===== config.mk =====
export PLATFORM = sky130hd
export DESIGN_NAME = boot_failover_wdog
export DESIGN_NICKNAME = d
export VERILOG_FILES = /design/src/rtl/bfw_pkg.sv /design/src/rtl/bfw_prescaler.sv /design/src/rtl/bfw_countdown.sv /design/src/rtl/bfw_sequencer.sv /design/src/rtl/bfw_regs.sv /design/src/rtl/boot_failover_wdog.sv
export SDC_FILE = /design/constraint.sdc
export NUM_CORES = 1
export LEC_CHECK = 0
export ABC_AREA = 1
export BUFFER_PORTS_ARGS = -buffer_cell sky130_fd_sc_hd__buf_2
export CAP_MARGIN = 20
export CORE_ASPECT_RATIO = 1.5
export CORE_MARGIN = 8
export CORE_UTILIZATION = 25
export DETAILED_ROUTE_END_ITERATION = 8
export HOLD_SLACK_MARGIN = 0.12
export PLACE_DENSITY = 0.43
export SLEW_MARGIN = 20
export SYNTH_ARGS = -nofsm -noshare
export SYNTH_HDL_FRONTEND = slang
export SYNTH_SLANG_ARGS = --single-unit

===== constraint.sdc =====
create_clock -name clk -period 1.8 [get_ports clk]
set_input_delay 0.36 -clock clk [delete_from_list [all_inputs] [get_ports clk]]
set_output_delay 0.36 -clock clk [all_outputs]
set_load 0.01 [all_outputs]

===== src/rtl/bfw_pkg.sv =====
package bfw_pkg;

    typedef enum logic [1:0] {
        SEQ_IDLE    = 2'd0,
        SEQ_PWR_OFF = 2'd1,
        SEQ_SETTLE  = 2'd2
    } seq_state_t;

    typedef enum logic {
        FLASH_PRIMARY   = 1'b0,
        FLASH_SECONDARY = 1'b1
    } flash_sel_t;

    localparam logic [1:0] ADDR_CTRL = 2'd0;
    localparam logic [1:0] ADDR_TMO  = 2'd1;
    localparam logic [1:0] ADDR_FSEL = 2'd2;

    typedef struct packed {
        logic disarm;
        logic clr_fail;
        logic clr_err;
    } ctrl_cmd_t;

    function automatic ctrl_cmd_t decode_ctrl(input logic we,
                                              input logic [1:0] addr,
                                              input logic [2:0] bits);
        ctrl_cmd_t c;
        c.disarm   = we && (addr == ADDR_CTRL) && bits[0];
        c.clr_fail = we && (addr == ADDR_CTRL) && bits[1];
        c.clr_err  = we && (addr == ADDR_CTRL) && bits[2];
        return c;
    endfunction

endpackage


===== src/rtl/bfw_prescaler.sv =====
module bfw_prescaler #(
    parameter int PRESCALE = 4
) (
    input  logic clk,
    input  logic rst,
    input  logic clr_i,
    output logic tick_o
);
    localparam int CW = (PRESCALE > 1) ? $clog2(PRESCALE) : 1;
    localparam logic [CW-1:0] LAST = CW'(PRESCALE - 1);

    logic [CW-1:0] cnt_q;

    always_ff @(posedge clk) begin
        if (rst || clr_i) begin
            cnt_q <= '0;
        end else if (cnt_q == LAST) begin
            cnt_q <= '0;
        end else begin
            cnt_q <= cnt_q + 1'b1;
        end
    end

    assign tick_o = (cnt_q == LAST);
endmodule


===== src/rtl/bfw_countdown.sv =====
module bfw_countdown #(
    parameter int TMO_W     = 16,
    parameter int TMO_RESET = 1000
) (
    input  logic             clk,
    input  logic             rst,
    input  logic             load_i,
    input  logic             disarm_i,
    input  logic             tick_i,
    input  logic [TMO_W-1:0] timeout_i,
    output logic             armed_o,
    output logic             expire_o
);
    localparam logic [TMO_W-1:0] ONE = TMO_W'(1);

    logic [TMO_W-1:0] cnt_q;
    logic             armed_q;

    always_ff @(posedge clk) begin
        if (rst) begin
            armed_q <= 1'b1;
            cnt_q   <= TMO_W'(TMO_RESET);
        end else if (load_i) begin
            armed_q <= 1'b1;
            cnt_q   <= timeout_i;
        end else if (disarm_i) begin
            armed_q <= 1'b0;
        end else if (armed_q && tick_i) begin
            if (cnt_q == ONE) begin
                armed_q <= 1'b0;
            end else begin
                cnt_q <= cnt_q - ONE;
            end
        end
    end

    assign armed_o  = armed_q;
    assign expire_o = armed_q && tick_i && !load_i && !disarm_i && (cnt_q == ONE);
endmodule


===== src/rtl/bfw_sequencer.sv =====
module bfw_sequencer
    import bfw_pkg::*;
#(
    parameter int OFF_TICKS    = 8,
    parameter int SETTLE_TICKS = 4
) (
    input  logic       clk,
    input  logic       rst,
    input  logic       expire_i,
    input  logic       tick_i,
    input  flash_sel_t sel_i,
    output logic       pwr_en_o,
    output logic       busy_o,
    output logic       swap_o,
    output logic       rearm_o,
    output logic       err_o
);
    localparam int MAXT = (OFF_TICKS > SETTLE_TICKS) ? OFF_TICKS : SETTLE_TICKS;
    localparam int SW   = $clog2(MAXT + 1);
    localparam logic [SW-1:0] OFF_LAST    = SW'(OFF_TICKS - 1);
    localparam logic [SW-1:0] SETTLE_LAST = SW'(SETTLE_TICKS - 1);

    seq_state_t    state_q;
    logic [SW-1:0] step_q;
    logic          pwr_q;
    logic          off_done;
    logic          settle_done;

    assign off_done    = (state_q == SEQ_PWR_OFF) && tick_i && (step_q == OFF_LAST);
    assign settle_done = (state_q == SEQ_SETTLE)  && tick_i && (step_q == SETTLE_LAST);

    always_ff @(posedge clk) begin
        if (rst) begin
            state_q <= SEQ_IDLE;
            step_q  <= '0;
            pwr_q   <= 1'b1;
        end else begin
            case (state_q)
                SEQ_IDLE: begin
                    if (expire_i && (sel_i == FLASH_PRIMARY)) begin
                        state_q <= SEQ_PWR_OFF;
                        step_q  <= '0;
                        pwr_q   <= 1'b0;
                    end
                end
                SEQ_PWR_OFF: begin
                    if (off_done) begin
                        state_q <= SEQ_SETTLE;
                        step_q  <= '0;
                    end else if (tick_i) begin
                        step_q <= step_q + 1'b1;
                    end
                end
                SEQ_SETTLE: begin
                    if (settle_done) begin
                        state_q <= SEQ_IDLE;
                        step_q  <= '0;
                        pwr_q   <= 1'b1;
                    end else if (tick_i) begin
                        step_q <= step_q + 1'b1;
                    end
                end
                default: begin
                    state_q <= SEQ_IDLE;
                    pwr_q   <= 1'b1;
                end
            endcase
        end
    end

    assign pwr_en_o = pwr_q;
    assign busy_o   = (state_q != SEQ_IDLE);
    assign swap_o   = off_done;
    assign rearm_o  = settle_done;
    assign err_o    = (state_q == SEQ_IDLE) && expire_i && (sel_i == FLASH_SECONDARY);
endmodule


===== src/rtl/bfw_regs.sv =====
module bfw_regs
    import bfw_pkg::*;
#(
    parameter int TMO_W     = 16,
    parameter int TMO_RESET = 1000
) (
    input  logic             clk,
    input  logic             rst,
    input  logic             we_i,
    input  logic [1:0]       addr_i,
    input  logic [TMO_W-1:0] wdata_i,
    input  logic             busy_i,
    input  logic             swap_i,
    input  logic             err_i,
    output ctrl_cmd_t        cmd_o,
    output logic [TMO_W-1:0] timeout_o,
    output flash_sel_t       sel_o,
    output logic             failover_o,
    output logic             error_o
);
    logic [TMO_W-1:0] tmo_q;
    flash_sel_t       sel_q;
    logic             fail_q;
    logic             err_q;

    assign cmd_o = decode_ctrl(we_i, addr_i, wdata_i[2:0]);

    always_ff @(posedge clk) begin
        if (rst) begin
            tmo_q <= TMO_W'(TMO_RESET);
        end else if (we_i && (addr_i == ADDR_TMO)) begin
            tmo_q <= (wdata_i == '0) ? TMO_W'(1) : wdata_i;
        end
    end

    always_ff @(posedge clk) begin
        if (rst) begin
            sel_q <= FLASH_PRIMARY;
        end else if (swap_i) begin
            sel_q <= FLASH_SECONDARY;
        end else if (we_i && (addr_i == ADDR_FSEL) && !busy_i) begin
            sel_q <= flash_sel_t'(wdata_i[0]);
        end
    end

    always_ff @(posedge clk) begin
        if (rst) begin
            fail_q <= 1'b0;
            err_q  <= 1'b0;
        end else begin
            if (swap_i) begin
                fail_q <= 1'b1;
            end else if (cmd_o.clr_fail) begin
                fail_q <= 1'b0;
            end
            if (err_i) begin
                err_q <= 1'b1;
            end else if (cmd_o.clr_err) begin
                err_q <= 1'b0;
            end
        end
    end

    assign timeout_o  = tmo_q;
    assign sel_o      = sel_q;
    assign failover_o = fail_q;
    assign error_o    = err_q;
endmodule


===== src/rtl/boot_failover_wdog.sv =====
module boot_failover_wdog
    import bfw_pkg::*;
#(
    parameter int NUM_SRC      = 3,
    parameter int TMO_W        = 16,
    parameter int TMO_RESET    = 1000,
    parameter int PRESCALE     = 16,
    parameter int OFF_TICKS    = 8,
    parameter int SETTLE_TICKS = 4
) (
    input  logic               clk,
    input  logic               rst,
    input  logic [NUM_SRC-1:0] rst_src_i,
    input  logic               reg_we_i,
    input  logic [1:0]         reg_addr_i,
    input  logic [TMO_W-1:0]   reg_wdata_i,
    output logic               pwr_en_o,
    output logic               flash_sel_o,
    output logic               armed_o,
    output logic               busy_o,
    output logic               failover_o,
    output logic               error_o
);
    logic [NUM_SRC-1:0] src_q;
    logic               ext_arm;
    logic               load;
    logic               tick;
    logic               expire;
    logic               swap;
    logic               rearm;
    logic               err_evt;
    logic               busy;
    logic [TMO_W-1:0]   timeout;
    flash_sel_t         sel;
    ctrl_cmd_t          cmd;

    always_ff @(posedge clk) begin
        if (rst) begin
            src_q <= '0;
        end else begin
            src_q <= rst_src_i;
        end
    end

    assign ext_arm = (|(rst_src_i & ~src_q)) && !busy;
    assign load    = ext_arm || rearm;

    bfw_prescaler #(.PRESCALE(PRESCALE)) u_presc (
        .clk    (clk),
        .rst    (rst),
        .clr_i  (load),
        .tick_o (tick)
    );

    bfw_countdown #(.TMO_W(TMO_W), .TMO_RESET(TMO_RESET)) u_cnt (
        .clk       (clk),
        .rst       (rst),
        .load_i    (load),
        .disarm_i  (cmd.disarm),
        .tick_i    (tick),
        .timeout_i (timeout),
        .armed_o   (armed_o),
        .expire_o  (expire)
    );

    bfw_sequencer #(.OFF_TICKS(OFF_TICKS), .SETTLE_TICKS(SETTLE_TICKS)) u_seq (
        .clk      (clk),
        .rst      (rst),
        .expire_i (expire),
        .tick_i   (tick),
        .sel_i    (sel),
        .pwr_en_o (pwr_en_o),
        .busy_o   (busy),
        .swap_o   (swap),
        .rearm_o  (rearm),
        .err_o    (err_evt)
    );

    bfw_regs #(.TMO_W(TMO_W), .TMO_RESET(TMO_RESET)) u_regs (
        .clk        (clk),
        .rst        (rst),
        .we_i       (reg_we_i),
        .addr_i     (reg_addr_i),
        .wdata_i    (reg_wdata_i),
        .busy_i     (busy),
        .swap_i     (swap),
        .err_i      (err_evt),
        .cmd_o      (cmd),
        .timeout_o  (timeout),
        .sel_o      (sel),
        .failover_o (failover_o),
        .error_o    (error_o)
    );

    assign busy_o      = busy;
    assign flash_sel_o = sel;
endmodule


Word-level counts from Yosys, hierarchy flattened

Index checks and enable logic that the tools add are counted.
Widths: inputs -> output; s select.

Output and inout port bits: 6
Register bits: 50
Word-level logic and storage cells: 100
Input port bits: 24

Reduce and logical (&&, ||, !) cells: 43
Bitwise logic cells: 4
Add/subtract/negate cells: 3
Multiplexer cells: 26
Equality and inequality tests: 13

Operators by type and width:

| operator              | number |
|---|---|
| $mux 16               | 5 |
| $logic_and 1x1->1     | 19 |
| $eq 16x1->1 const B   | 1 |
| $logic_not 16->1      | 1 |
| $mux 4                | 4 |
| $sub 16x1->16 const B | 1 |
| $reduce_bool 2->1     | 7 |
| $pmux 4 s3            | 1 |
| $mux 1                | 11 |
| $reduce_and 3->1      | 3 |
| $add 4x1->4 const B   | 2 |
| $mux 2                | 3 |
| $ne 2x1->1 const B    | 3 |
| $pmux 2 s3            | 1 |
| $eq 2x1->1 const B    | 2 |
| $eq 2x2->1 const B    | 2 |
| $eq 4x2->1 const B    | 1 |
| $eq 4x3->1 const B    | 1 |
| $eq 4x4->1 const B    | 1 |
| $logic_not 2->1       | 2 |
| $ne 2x2->1 const B    | 2 |
| $reduce_and 2->1      | 2 |
| $reduce_or 2->1       | 2 |
| $and 3x3->3           | 1 |
| 7 further kinds       | 11 |

Logic depth before layout (Yosys ltp)

Word-level depth: 12
Gate-level depth with buffers: 13
Gate-level depth less buffers: 13

Modules after synthesis

From an unflattened synthesis, not the netlist that was laid out.

Cell total of the unflattened synthesis: 417
Area, all modules: 2725.1 um^2

By module, submodules not included:

| module             | times used | area an instance (um^2) | seq. area each (um^2) | cells each |
|---|---|---|---|---|
| bfw_countdown      | 1          | 1182.4                  | 340.3                 | 202 |
| bfw_regs           | 1          | 798.3                   | 380.4                 | 108 |
| bfw_sequencer      | 1          | 452.9                   | 140.1                 | 68 |
| bfw_prescaler      | 1          | 166.4                   | 80.1                  | 19 |
| boot_failover_wdog | 1          | 125.1                   | 60.1                  | 20 |

Worst setup path after synthesis

No wires, ideal clock.

Path kind: register -> register
Start: reg u_seq.state_q[0]
End: reg u_seq.step_q[0]
Path buffers: 1
Data arrival time: 1.472 ns
Path slack: 0.195 ns
Setup time: 0.133 ns
Clock period less this slack: 1.605 ns
Required time: 1.667 ns
Cell stages (with the launch flop): 14
Cell sequence: dfxtp_1 > inv_1 > ha_1 > nand2_1 > nor2_1 > nand2_4 > nand2_4 > buf_8 > nor2_2 > nand2_2 > nand2_1 > nand3_2 > nand2_1 > a21oi_2

Word-level cells in the longest chain between the ends: 11
Elaborated cells on any way between the ends: 22
Those cells by class: eq/ne (3); mux (3); reduce/logical (16)

RTL lines:

| what                                                        | line                                                          | text |
|---|---|---|
| start, declared                                             | bfw_sequencer.sv:23                                           | `seq_state_t state_q;` |
| start signal, assigned                                      | bfw_sequencer.sv:34                                           | `state_q <= SEQ_IDLE;` |
| start signal, assigned                                      | bfw_sequencer.sv:41                                           | `state_q <= SEQ_PWR_OFF;` |
| start signal, assigned                                      | bfw_sequencer.sv:48                                           | `state_q <= SEQ_SETTLE;` |
| $eq 2x2->1 / $reduce_bool 2->1 (equally long branches)      | bfw_sequencer.sv:30, bfw_sequencer.sv:38, bfw_sequencer.sv:72 |  |
| $logic_and 1x1->1 / $logic_not 1->1 (equally long branches) | bfw_sequencer.sv:30, boot_failover_wdog.sv:45                 |  |
| $logic_and 1x1->1 (on tied branches)                        | bfw_sequencer.sv:30, boot_failover_wdog.sv:45                 |  |
| $logic_or 1x1->1                                            | boot_failover_wdog.sv:46                                      | `assign load = ext_arm \|\| rearm;` |
| $logic_not 1->1                                             | bfw_countdown.sv:38                                           | `assign expire_o = armed_q && tick_i && !load_i && !disarm_i && (cnt_q == ONE);` |
| $logic_and 1x1->1 (3 in a row)                              | bfw_countdown.sv:38                                           |  |
| $logic_and 1x1->1                                           | bfw_sequencer.sv:40                                           | `if (expire_i && (sel_i == FLASH_PRIMARY)) begin` |
| $ne 2x1->1 (no line)                                        | -                                                             |  |
| $reduce_and 2->1 (no line)                                  | -                                                             |  |
| end signal, assigned                                        | bfw_sequencer.sv:51                                           | `step_q <= step_q + 1'b1;` |
| end signal, assigned                                        | bfw_sequencer.sv:60                                           | `step_q <= step_q + 1'b1;` |
| end, declared                                               | bfw_sequencer.sv:24                                           | `logic [SW-1:0] step_q;` |

Several ways; a longest one is shown, not always the timed one.
A chain may end at the register's enable or synchronous reset.

Worst setup path in the final report

Start: reg u_seq.state_q[1]
End: out busy_o

Word-level cells in the longest chain between the ends: 1

RTL lines:

| what              | line                     | text |
|---|---|---|
| $reduce_bool 2->1 | bfw_sequencer.sv:72      | `assign busy_o = (state_q != SEQ_IDLE);` |
| end, declared     | boot_failover_wdog.sv:20 | `output logic busy_o,` |

Every way passes these cells.

==> flow_metrics.env <==
export IMPL_ant_nets=0
export IMPL_antenna_found_initial=0
export IMPL_drt_initial_drc_count=148
export IMPL_clock_sinks=50
export IMPL_ys_warnings_count=0
export IMPL_ys_seq_area_share_pct=36.3
export IMPL_fin_cells=595
export IMPL_clockBufferDepth=2
export IMPL_required_ns=1.44
export IMPL_wire_per_inst_um=13.7
export IMPL_peakVddDrop_uv=625
export IMPL_grt_pass1_wl_um=13000
export IMPL_grt_pass1_vias=2650
export IMPL_netlist_area_um2=2760
export IMPL_synth_cells=401
export IMPL_ys_flop_type="dfxtp_1"
export IMPL_detailroute_via_count=2639
export IMPL_drive_above_1_share_pct=20.8
export IMPL_tightest_slew_ns=0.450
export IMPL_hold_class="input pin to flop"
export IMPL_min_period_ns=1.73
export IMPL_setup_violations=0
export IMPL_drc=0
export IMPL_final_nets=479
export IMPL_ys_top_cells_by_count="97 x nand2_1, 58 x nor2_1, 50 x dfxtp_1"
export IMPL_die_area_um2=14700
export IMPL_dp_hpwl_um=6440
export IMPL_syn_nets=433
export IMPL_cts_tree="built"
export IMPL_antennaDiodeCount=0
export IMPL_period_share_pct=96.2
export IMPL_yosysMostFrequentCell="nand2_1"
export IMPL_grt_util_all_layers_pct=11.6
export IMPL_netlist_top_cells_area="dfxtp_1 36%, nand2_1 13%, nor2_1 7.9%, inv_1 6.1%, nand3_1 5.1%"
export IMPL_synth_seq_cells=50
export IMPL_die_y_um=145
export IMPL_crit_fanout=7
export IMPL_drt_wl_total_um=8170
export IMPL_gp_congestion=0.838
export IMPL_slew_headroom_pct=70.0
export IMPL_portBuffers=29
export IMPL_yosys_area_top_type_share_pct=36.3
export IMPL_cp_end_kind="primary output"
export IMPL_synth_edf_count=0
export IMPL_start_kind="flop"
export IMPL_cts_buffers=5
export IMPL_htree_levels=2
export IMPL_leakagePower_uw=0.00147
export IMPL_yosysUniqueCellTypes=33
export IMPL_dp_cells=584
export IMPL_grt_ovfl_total=0
export IMPL_clk_latency_ns=0.30
export IMPL_grt_max_degree=23
export IMPL_arrival_ns=1.37
export IMPL_start_util_pct=25.4
export IMPL_crit_type="flop to primary output"
export IMPL_utilization_pct=31.2
export IMPL_power_uw=3320
export IMPL_rows=47
export IMPL_slew_viol_final=0
export IMPL_dr_pass1_iters=4
export IMPL_rsz0062_at_grt="yes"
export IMPL_die_w_um=102
export IMPL_finClkSkew_ns=0.00884
export IMPL_area_growth_pct=23.2
export IMPL_design_core_area_um2=10900
export IMPL_clock_root_buffer="clkbuf_16"
export IMPL_vias_per_cell=4.44
export IMPL_cap_violations=0
export IMPL_clk_pin_slew_ns=0.07
export IMPL_async_flop_share_pct=0
export IMPL_ioPinCount=30
export IMPL_p_per_area_nw_per_um2=978
export IMPL_outcome="finished clean"
export IMPL_hold_viol_final=0
export IMPL_max_freq_ghz=0.578
export IMPL_yosysTopAreaCell="dfxtp_1"
export IMPL_syn_area_per_cell_um2=6.88
==> layer usage <==
layer / global-route usage, % / share of wire [%] / vias to the layer above / wire [µm]
met5: 0 / 0 / - / 0
met3: 2.25 / 2.4 / 10 / 195
met2: 23.3 / 59 / 29 / 4800
met1: 11.0 / 37 / 1230 / 3010
met4: 4.18 / 1.9 / 0 / 158
li1: - / - / 1370 / -
==> logic make-up after synthesis <==
family	share of synthesized area, %
simple gates	36.4
buf+inv	9.21
compound gates	10.1
flops	36.3
xor+xnor	4.44
fa+ha+maj	3.63
==> repair_timing <==
item | in CTS | in global routing
hold buffers | 0 | 0
setup endpoints to repair | 0 | 22
hold endpoints to repair | 0 | 0
gates resized for setup | 0 | 13
setup buffers | 0 | 3
==> layout by cell type (no fill, tap or decap), drive strengths merged <==
cell type / netlist / routed
nand2: 103 / 103
inv: 48 / 50
nand4: 6 / 6
a31oi: 5 / 5
o21ai: 18 / 18
xor2: 12 / 12
ha: 8 / 8
clkinv: 1 / 1
nor2: 66 / 66
nor3b: 1 / 1
nand3: 32 / 32
nor4: 4 / 4
a21oi: 23 / 23
dfxtp: 50 / 50
buf: 4 / 50
clkbuf: 7 / 5
nor3: 6 / 6
bufinv: 0 / 1
o211ai: 4 / 4
xnor2: 2 / 2
and2: 1 / 1
==> worst max-delay path, cell delays in order (launching register included) <==
cell,delay [ns]
dfxtp_1,0.38
inv_1,0.10
ha_1,0.22
buf_4,0.18
inv_1,0.08
buf_2,0.13
==> cell type report <==
type / count / area [µm²]
Multi-Input combinational cell: 291 / 1540
Timing Repair Buffer: 50 / 319
Clock inverter: 3 / 43.8
Inverter: 49 / 186
Sequential cell: 50 / 1000
Tap cell: 147 / 184
Clock buffer: 5 / 125
Fill cell: 1230 / 7480
==> power by group <==
group	total [µW]	internal, µW	leakage (µW)	switching, µW
registers	1350	1230	0.000409	122
logic	866	317	0.000972	549
clock network	1110	659	0.0000842	446
==> stage by stage <==
step | setup WS (ns) | TNS (ns) | cell area, µm² | hold WS [ns]
2_1_floorplan | 0.195 | 0 | 2760 | 0.418
3_3_place_gp | 0.0380 | 0 | 3150 | 0.431
3_5_place_dp | 0.0429 | 0 | 3150 | 0.442
4_1_cts | 0.0257 | 0 | 3320 | 0.278
5_1_grt | -0.00653 | -0.0136 | 3400 | 0.290
6_report | 0.0685 | 0 | 3400 | 0.281
==> state kept, by name, indices dropped and copies added (netlist names) <==
| name | cells |
|---|---|
| u_cnt.cnt_q | 16 |
| u_seq.pwr_en_o | 1 |
| u_seq.state_q | 2 |
| u_presc.cnt_q | 4 |
| src_q | 3 |
| u_seq.step_q | 4 |
| u_cnt.armed_o | 1 |
| u_regs.failover_o | 1 |
| u_regs.error_o | 1 |
| u_regs.sel_o | 1 |
| u_regs.timeout_o | 16 |
==> worst paths after layout <==
path	cells after the start	from	to	slack (ns)
max	5	u_seq.state_q[1]$_SDFFE_PP0P_	busy_o	0.07
min reg2reg	1	u_presc.cnt_q[0]$_SDFF_PP0_	u_presc.cnt_q[0]$_SDFF_PP0_	0.45
min	3	rst_src_i[0]	src_q[0]$_SDFF_PP0_	0.28
max reg2reg	11	u_seq.state_q[0]$_SDFFE_PP0P_	u_seq.step_q[2]$_SDFFE_PP0P_	0.11
(Power assumes the default switching activity.)
